--- src/rtl/bp_pkg.sv ---
package bp_pkg;

  // Strobes sent from the control side to the counter datapath
  typedef struct packed {
    logic trainEn;    // write the selected counter this cycle
    logic trainUp;    // step direction: 1 = toward taken
    logic histShift;  // history advances this cycle
  } bpStrobe_t;

endpackage

--- src/rtl/bp_control.sv ---
module bp_control
  import bp_pkg::*;
#(
  parameter int HIST_BITS = 2,
  parameter int HW        = (HIST_BITS > 0) ? HIST_BITS : 1
) (
  input  logic          clk,
  input  logic          rstN,
  input  logic          updValid,
  input  logic          updTaken,
  output bpStrobe_t     strobe,
  output logic [HW-1:0] histVal
);

  always_comb begin
    strobe.trainEn   = updValid;
    strobe.trainUp   = updTaken;
    strobe.histShift = updValid && (HIST_BITS > 0);
  end

  generate
    if (HIST_BITS == 0) begin : g_noHist
      assign histVal = '0;
    end else if (HIST_BITS == 1) begin : g_oneHist
      logic histQ;
      always_ff @(posedge clk) begin
        if (!rstN)                 histQ <= 1'b0;
        else if (strobe.histShift) histQ <= updTaken;
      end
      assign histVal = histQ;
    end else begin : g_multiHist
      logic [HW-1:0] histQ;
      always_ff @(posedge clk) begin
        if (!rstN)                 histQ <= '0;
        else if (strobe.histShift) histQ <= {histQ[HW-2:0], updTaken};
      end
      assign histVal = histQ;
    end
  endgenerate

endmodule

--- src/rtl/bp_datapath.sv ---
module bp_datapath
  import bp_pkg::*;
#(
  parameter int HIST_BITS   = 2,
  parameter int CTR_BITS    = 2,
  parameter int PC_WIDTH    = 32,
  parameter int PC_LSB      = 2,
  parameter int PC_IDX_BITS = 4,
  parameter int HW          = (HIST_BITS > 0) ? HIST_BITS : 1
) (
  input  logic                clk,
  input  logic                rstN,
  input  bpStrobe_t           strobe,
  input  logic [HW-1:0]       histVal,
  input  logic [PC_WIDTH-1:0] predPc,
  input  logic [PC_WIDTH-1:0] updPc,
  output logic                predTaken
);

  localparam int IDX_BITS = HIST_BITS + PC_IDX_BITS;
  localparam int DEPTH    = 1 << IDX_BITS;
  localparam logic [CTR_BITS-1:0] CTR_MAX = {CTR_BITS{1'b1}};
  localparam logic [CTR_BITS-1:0] CTR_MIN = '0;
  localparam logic [CTR_BITS-1:0] WEAK_NT = {1'b0, {(CTR_BITS-1){1'b1}}};

  logic [CTR_BITS-1:0] ctrTable [DEPTH];
  logic [IDX_BITS-1:0] rdIdx;
  logic [IDX_BITS-1:0] wrIdx;
  logic [CTR_BITS-1:0] wrOld;
  logic [CTR_BITS-1:0] wrNext;

  generate
    if (HIST_BITS == 0) begin : g_addrOnly
      assign rdIdx = predPc[PC_LSB +: PC_IDX_BITS];
      assign wrIdx = updPc[PC_LSB +: PC_IDX_BITS];
    end else begin : g_correlated
      assign rdIdx = {histVal, predPc[PC_LSB +: PC_IDX_BITS]};
      assign wrIdx = {histVal, updPc[PC_LSB +: PC_IDX_BITS]};
    end
  endgenerate

  assign predTaken = ctrTable[rdIdx][CTR_BITS-1];
  assign wrOld     = ctrTable[wrIdx];

  always_comb begin
    wrNext = wrOld;
    if (strobe.trainUp) begin
      if (wrOld != CTR_MAX) wrNext = wrOld + 1'b1;
    end else begin
      if (wrOld != CTR_MIN) wrNext = wrOld - 1'b1;
    end
  end

  always_ff @(posedge clk) begin
    if (!rstN) begin
      for (int i = 0; i < DEPTH; i++) ctrTable[i] <= WEAK_NT;
    end else if (strobe.trainEn) begin
      ctrTable[wrIdx] <= wrNext;
    end
  end

endmodule

--- src/rtl/corr_branch_predictor.sv ---
module corr_branch_predictor
  import bp_pkg::*;
#(
  parameter int HIST_BITS   = 2,
  parameter int CTR_BITS    = 2,
  parameter int PC_WIDTH    = 32,
  parameter int PC_LSB      = 2,
  parameter int PC_IDX_BITS = 4
) (
  input  logic                clk,
  input  logic                rstN,
  input  logic [PC_WIDTH-1:0] predPc,
  output logic                predTaken,
  input  logic                updValid,
  input  logic [PC_WIDTH-1:0] updPc,
  input  logic                updTaken
);

  localparam int HW = (HIST_BITS > 0) ? HIST_BITS : 1;

  bpStrobe_t     strobe;
  logic [HW-1:0] histVal;

  bp_control #(
    .HIST_BITS(HIST_BITS),
    .HW       (HW)
  ) u_ctrl (
    .clk     (clk),
    .rstN    (rstN),
    .updValid(updValid),
    .updTaken(updTaken),
    .strobe  (strobe),
    .histVal (histVal)
  );

  bp_datapath #(
    .HIST_BITS  (HIST_BITS),
    .CTR_BITS   (CTR_BITS),
    .PC_WIDTH   (PC_WIDTH),
    .PC_LSB     (PC_LSB),
    .PC_IDX_BITS(PC_IDX_BITS),
    .HW         (HW)
  ) u_dp (
    .clk      (clk),
    .rstN     (rstN),
    .strobe   (strobe),
    .histVal  (histVal),
    .predPc   (predPc),
    .updPc    (updPc),
    .predTaken(predTaken)
  );

endmodule

--- config.mk ---
export PLATFORM = sky130hd
export DESIGN_NAME = corr_branch_predictor
export DESIGN_NICKNAME = d
export VERILOG_FILES = /design/src/rtl/bp_pkg.sv /design/src/rtl/bp_control.sv /design/src/rtl/bp_datapath.sv /design/src/rtl/corr_branch_predictor.sv
export SDC_FILE = /design/constraint.sdc
export NUM_CORES = 1
export LEC_CHECK = 0
export CAP_MARGIN = 10
export CORE_MARGIN = 2
export CORE_UTILIZATION = 64
export DETAILED_ROUTE_END_ITERATION = 8
export DONT_BUFFER_PORTS = 1
export HOLD_SLACK_MARGIN = 0.12
export PLACE_DENSITY = 0.92
export SLEW_MARGIN = 20
export SYNTH_ARGS = -nofsm -noshare
export SYNTH_HDL_FRONTEND = slang
export SYNTH_SLANG_ARGS = --single-unit
--- constraint.sdc ---
create_clock -name clk -period 2.6 [get_ports clk]
set_input_delay 0.26 -clock clk [delete_from_list [all_inputs] [get_ports clk]]
set_output_delay 0.26 -clock clk [all_outputs]
set_load 0.03 [all_outputs]
==> results list, run 1 <==
* Largest net degree at the start of global routing: 56
* Transition time at the pin with the least slew margin: 798 ps
- The routed layout has 6050 vias.
- PnR Total Power: 5460 uW
- Die width: 113 um
- By area the synthesized netlist is led by edfxtp_1 (51%), mux4_2 (9.8%), nor3_2 (7.9%).
* Clk sink count: 130
* Dominant combinational cell family by area after synthesis: simple AND/OR/NAND/NOR gates
* Register clock-pin slew on the reported worst setup and hold paths: 60 ps
- Of the total synthesized cell area, the portion taken by XOR and XNOR cells is 0.
- Start-to-end type of the worst setup path: reg -> reg
- A synthesized cell averages 12.1 um2.
* End of the worst register-to-register path: u_dp.ctrTable[20][0]$_SDFFCE_PN1P_
* Max capacitance violation total: 0
- edfxtp_1 is the most common cell in the netlist.
- Result of the run: finished, violations left
* Post-route non-filler standard cell count: 780
- The worst setup path is launched from a flip-flop.
* Multiplexer fraction of the synthesized cell area: 0.125
* Setup slack on the worst flop-to-flop path: -170 ps
- Global Route Usage Sum: 0.344
- Derived from the worst setup path, the maximum achievable clock frequency is 361 MHz.
* Unique cell type count in the Yosys netlist: 53
- Post-synthesis async set-or-reset flop share: 0
- Counting along the longest clock path gives a buffer depth of 2.
- Final estimated routing congestion in global placement: 0.967
- Setup repair after global routing could not meet its margin everywhere.
* Final max-slew violation count: 0
- Antenna diode count: 0
* R2r worst-path depth: 11
* Worst VDD drop: 675 uV
- Post-synthesis cell area: 0.00759 mm2
* Type of destination of the critical path: flip-flop
- Clock Latency Late Sink: 420 ps
- IO Count: 69
* Std-Cell Rows: 39
- Initial antenna violation count: 0
- Total clock buffers created by CTS: 17
- Die area: 0.0127 mm2
* Data required time at the worst endpoint: 2730 ps
- Of the total synthesized cell area, the portion taken by AND, OR, NAND and NOR gates is 0.212.
- Most used DFF post-synth: edfxtp_1
- Share of synthesized cell area in full adder, half adder and majority cells: 0.00297
* Final WS setup: -171 ps
* Sequential area share after synthesis: 0.512
* Crit path launch: u_ctrl.histVal[0]$_SDFFE_PN0P_
- Syn-to-layout area delta: 12.2%
- # nets final: 693
- The analysis attributes to cell leakage a power of 0.00248 uW.
* Power Density: 642 mW/mm2
- Vias/cell: 7.76
- The tightest min-delay check is of the in -> reg type.
- Total of warnings raised by yosys: 0
- Of the cells placed in the final design, the portion with a size suffix greater than 1 is 0.306.
- The number of hold violations in the final report came to 0.
- The worst register-to-register path begins at u_ctrl.histVal[0]$_SDFFE_PN0P_.
- Dividing the final minimum period by the clock period gives 1.07.
- Of all nets on the critical path, the largest fanout is 27.
* Placed cells: 736
- Global routing finished with a remaining overflow of 0.
* Clock Tree Root: clkbuf_16
- Initial core utilization: 0.659
- For the worst setup path, the data arrival time is 2900 ps.
- Gate count after technology mapping: 629
- Clock tree skew after final layout: 8.45 ps
* Number of design-rule violations left by the first detailed-router iteration: 1249
- The post-synthesis compound-gate area fraction was 0.0862.
- Max-slew headroom at the worst pin: 0.467
* Layout fillers: 637
- Cell type with the highest aggregate area in the netlist: edfxtp_1
* Global-route wire length before repair: 32800 um
- The routed design could run at a clock period as short as 2770 ps.
* CTS tree: yes
* Utilization after layout: 0.739
- Routed Wire Length: 22800 um
- Die Y-Extent: 113 um
- After detailed routing, the average wire length per cell comes to 29.2 um.
- The core region is 0.0115 mm2.
- The number of global-route vias before repair was 5883.
* Total number of H-tree levels: 4
- Post-placement setup slack: -62.6 ps
* Violations in the final reports: setup timing
* Synth cell count leaders: edfxtp_1 (128), o21ai_0 (67), nor3_2 (60), nand2_1 (48), clkbuf_1 (42)
* Synthesized netlist net count: 697
- Summed over all nets, the half-perimeter wirelength after detailed placement is 12500 um.
* Count of buffers from port buffering: 0
* Total of endpoints with negative setup slack in the final report: 68
- The synthesized design contains 130 register bits.
- Once detail routing completed, the nets flagged for antenna violations numbered 0.
* Synth top area share: 0.507
* Remaining DRCs: 0
- In this run the worst setup path terminates at u_dp.ctrTable[20][0]$_SDFFCE_PN1P_.
- After routing, the total negative slack on setup checks comes to -6000 ps.
- Detailed-router iteration count before antenna repair: 7
- The synthesized design contains 128 enable-type register cells.
[what timing repair did]
action	in CTS	in global routing
pin swaps	1	14
gates cloned	0	3
hold endpoints to repair	108	0
setup buffers	0	5
gates resized for setup	4	14
hold buffers	5	0
setup endpoints to repair	72	99
[worst max-delay path, stage by stage, from the launching register on]
cell,delay (ps)
dfxtp_4,390
buf_4,160
nand3b_1,240
buf_12,220
nor2b_1,80
nor4_1,320
a31oi_1,110
a21oi_2,180
maj3_2,350
buf_6,140
clkbuf_16,140
nand4_1,140
[routing by layer]
layer / up-vias / GRT usage / wire length [um]
li1: 2410 / - / -
met1: 2847 / 0.412 / 7290
met2: 632 / 0.550 / 10500
met3: 161 / 0.131 / 3470
met4: 0 / 0.172 / 1500
met5: - / 0 / 0
[per-stage QoR]
step / hold slack [ps] / area [um2]
global placement: 396 / 7690
finish: 133 / 8510
detailed placement: 400 / 7690
floorplan: 429 / 7590
global route: 132 / 8510
CTS: 124 / 8340
[final cells by class]
class,instances,area (um2),share of cell area
Timing Repair Buffer,60,611,0.0717
Tap cell,143,179,0.0210
Sequential cell,130,3890,0.457
Clock buffer,18,429,0.0504
Multi-Input combinational cell,414,3250,0.382
Inverter,2,7.51,0.000882
Clock inverter,13,144,0.0169
[sequential cells by signal, summed over array words and instances, names as in the netlist]
signal,cells
u_dp.ctrTable,128
u_ctrl.histVal,2
[layout by cell type (no fill, tap or decap), types with 17 or more instances in the layout]
cell type  count
buf_4         42
clkbuf_16     20
edfxtp_1     128
mux2i_1       17
mux4_2        33
nand2_1       48
nand4_1       34
nor2_1        36
nor3_2        61
o21ai_0       67
[logic make-up (layout without fill, tap and decap cells)]
group / count (synthesis) / after routing
mux: 53 / 53
compound gates: 112 / 112
simple gates: 247 / 247
fa+ha+maj: 2 / 2
flops: 130 / 130
buf+inv: 85 / 93
[power breakdown]
| part | total [uW] | leakage (uW) | switching, uW | internal (uW) |
|---|---|---|---|---|
| registers | 2370 | 0.00113 | 30.2 | 2340 |
| clock network | 2370 | 0.000274 | 883 | 1480 |
| logic | 726 | 0.00108 | 429 | 297 |
| total | 5460 | 0.00248 | 1340 | 4120 |
[worst min path at each step]
stage,start,to,depth (start not counted)
global route,rstN,u_dp.ctrTable[63][1]$_SDFFCE_PN0P_,1
global placement,rstN,u_ctrl.histVal[0]$_SDFFE_PN0P_,1
CTS,rstN,u_dp.ctrTable[20][1]$_SDFFCE_PN0P_,1
finish,rstN,u_dp.ctrTable[63][1]$_SDFFCE_PN0P_,1
detailed placement,rstN,u_ctrl.histVal[1]$_SDFFE_PN0P_,1
floorplan,updTaken,u_ctrl.histVal[0]$_SDFFE_PN0P_,2
Power figures use the tool's default switching activity.
==> run 2, diff against run 1 <==
--- a/config.mk
+++ b/config.mk
@@ -10,6 +10,7 @@
 export CORE_UTILIZATION = 64
 export DETAILED_ROUTE_END_ITERATION = 8
 export DONT_BUFFER_PORTS = 1
+export GPL_TIMING_DRIVEN = 0
 export HOLD_SLACK_MARGIN = 0.12
 export PLACE_DENSITY = 0.92
 export SLEW_MARGIN = 20
==> constraint.sdc (replaced) <==
create_clock -name clk -period 2.6 [get_ports clk]
set_input_delay 0.26 -clock clk [delete_from_list [all_inputs] [get_ports clk]]
set_output_delay 0.26 -clock clk [all_outputs]
set_load 0.1 [all_outputs]
==> run 2 against run 1 <==
Compared with the run above: the flow finishes with violations (DRC, setup timing); sequential share of layout area decreased by 4.8 points; power increased by 17%; largest cell class unchanged; via count increased by 13%; routed wire length increased by 28%; hold slack improved by 21 ps; combinational power increased by 71%; sequential power about the same; global-route usage increased by 7.4 points.
==> results list, run 2 (synthesis gave the netlist of run 1 again) <==
- Post-route met1 wirelength: 8830 um
- Std-Cell Rows: 39
* Total gr overflow: 0
- The worst setup path is of the reg -> out kind.
- Worst min-delay path startpoint: updValid
- Summing internal, switching and leakage power gives 6380 uW.
- Most frequent cells in the layout: edfxtp_1 (128), o21ai_0 (59), nor3_2 (37)
- Series of cell instances along the critical path: mux4_2 > mux4_2 > mux4_2
* Worst reg2reg path startpoint: u_dp.ctrTable[13][0]$_SDFFCE_PN1P_
- After routing the design area is 0.00950 mm2.
- For this run, the total global-route usage over all layers was measured as 0.418.
- Total negative slack for setup checks: -29020 ps
* Sum of met2 wire segment lengths after detailed routing: 12600 um
- After detailed routing, the met3 layer carries 5250 um of wire.
* Syn-to-layout area delta: 25.2%
- Along the worst path, the maximum fanout reaches 2.
* Vias in the first global route: 6124
* Die Y-Extent: 113 um
* Initial core utilization: 0.659
- R2r worst-path depth: 9
* Final estimated routing congestion in global placement: 1.07
- The path with the worst hold slack has its endpoint at u_dp.ctrTable[23][1]$_SDFFCE_PN0P_.
* Wirelength per Cell: 34.8 um
- No sink is reached through more buffers than the 2 on the longest clock path.
- Clock-pin slew was measured on the worst setup and hold paths at 60 ps.
* Global-route wire length before repair: 38000 um
- Slowest cell on crit path: mux4_2
- Routed via count: 6852
- The min-delay analysis places its worst path in the category in -> reg.
- Data required time at the worst endpoint: 2340 ps
* Worst Path Buf+Inv: 0
- Post-place instance area: 0.00778 mm2
* Largest net degree at the start of global routing: 17
- Clock tree skew after final layout: 13.0 ps
- Die width: 113 um
* Initial antenna violation count: 2
* Die area: 0.0127 mm2
- The core region is 0.0115 mm2.
- The worst register-to-register path ends at u_dp.ctrTable[11][1]$_SDFFCE_PN0P_.
- Count of buffers from port buffering: 0
* Worst VDD drop: 445 uV
- In this run the remaining antenna-violating nets after routing total 0.
- Achievable clock frequency: 342 MHz
- Static power due to leakage: 0.00308 uW
* Type of destination of the critical path: output pin
- OpenSTA, run right after detailed placement, puts the worst setup slack at -811 ps.
- Of the cells placed in the final design, the portion with a size suffix greater than 1 is 0.384.
* Total of endpoints with negative setup slack in the final report: 159
* Total clock buffers created by CTS: 17
- Final critical-path share of the clock period: 1.13
* Uppermost layer routed: met5
* Detailed-router iteration count before antenna repair: 9
- Min Tclk post-route: 2930 ps
* Total number of H-tree levels: 4
- For this run, the share of the core covered by cells in the final layout is 0.825.
- CTS tree: yes
* Antenna diode count: 0
- CTS saw 130 sinks.
* Violations in the final reports: DRC, setup timing
- Along the worst hold path, the cell count comes to 2.
- IO Count: 69
- Most prevalent standard cell on the critical path: mux4_2
- STA classifies the critical path startpoint as a flip-flop.
- For this run, the slowest stage of the critical path takes 750 ps.
- Layout fillers: 553
- Max capacitance violation total: 0
* Final max-slew violation count: 0
- Data arrives at the worst endpoint at 2670 ps.
- The run finished, with violations left.
* Clock Latency Late Sink: 430 ps
- The cell sitting at the root of the clock tree is a clkbuf_16.
* Post-detailed-placement half-perimeter wirelength: 17000 um
- Among cell families on the critical path, the largest total delay comes from multiplexers.
- Remaining DRCs: 21
- The register with the most flip-flops in the layout has 128 of them.
* # nets final: 750
- The number of hold violations in the final report came to 0.
- Ranked by flip-flop count, first place goes to u_dp.ctrTable.
- Setup slack on the worst flop-to-flop path: -260 ps
* Power Density: 672 mW/mm2
* Vias/cell: 8.18
- Number of design-rule violations left by the first detailed-router iteration: 1653
- Max-slew headroom at the worst pin: 0.300
- Final WS setup: -326 ps
- After detailed routing, the total wire length is 29200 um.
- At the pin with the least slew margin, the transition time is 1050 ps.
* Unrepaired setup endpoints after global routing: yes
* Most common cell after layout, fill and taps aside: edfxtp_1
==> run 2: cell count changes in the layout (fill, tap and decap cells not counted), moves of 9 or more <==
| cell | change |
|---|---|
| nand2_1 | -36 |
| clkbuf_1 | +28 |
| nand2_2 | +27 |
| buf_4 | -25 |
| nor3_2 | -24 |
| nor3_4 | +24 |
| buf_2 | +16 |
| clkbuf_16 | +10 |
| nand2_4 | +9 |
==> run 2: repair_timing <==
action	CTS	global route
hold endpoints to repair	2	0
resized for setup	34	116
hold buffers	3	0
buffers inserted	8	12
gates cloned	0	13
pin swaps	3	28
setup endpoints to repair	153	134
==> run 2: through the flow <==
step	cells	hold WS, ps
4_1_cts	813	154
5_1_grt	838	185
6_report	838	154
2_1_floorplan	629	429
3_3_place_gp	772	444
3_5_place_dp	772	457
==> run 2: cell type report <==
class	count	area [um2]	share of cell area
inverter	2	7.51	0.000790
clock inverter	15	238	0.0250
timing repair buffer	36	542	0.0570
sequential	130	3890	0.409
buffer	81	639	0.0673
multi-input combinational	414	3580	0.377
tap	143	179	0.0188
clock buffer	17	425	0.0448
==> run 2: worst max path at each step <==
| stage | from | cells after the start | slack [ps] | end |
|---|---|---|---|---|
| floorplan | predPc[2] | 5 | 60 | predTaken |
| global placement | updPc[3] | 9 | -710 | u_dp.ctrTable[32][1]$_SDFFCE_PN0P_ |
| detailed placement | updPc[3] | 9 | -810 | u_dp.ctrTable[32][1]$_SDFFCE_PN0P_ |
| CTS | u_dp.ctrTable[42][1]$_SDFFCE_PN0P_ | 3 | -280 | predTaken |
| global route | u_dp.ctrTable[38][1]$_SDFFCE_PN0P_ | 3 | -330 | predTaken |
| finish | u_dp.ctrTable[42][1]$_SDFFCE_PN0P_ | 3 | -330 | predTaken |
==> run 2: per-layer routing <==
| metal | vias up | GRT usage |
|---|---|---|
| li1 | 2540 | - |
| met1 | 3155 | 0.536 |
| met2 | 873 | 0.621 |
| met3 | 278 | 0.136 |
| met4 | 6 | 0.259 |
| met5 | - | 0 |
==> run 2: worst reg2reg max path, cell delays in order (launching register included) <==
cell       delay [ps]
edfxtp_1          380
mux2i_1           330
o22ai_1           180
o21a_1            260
nor4_4            390
and4_1            270
maj3_2            350
clkbuf_16         230
buf_12            150
nor3_2             50
==> run 2: report_power, final <==
part,switching [uW],internal (uW)
Clock,991,1790
Combinational,726,511
Sequential,23.8,2340
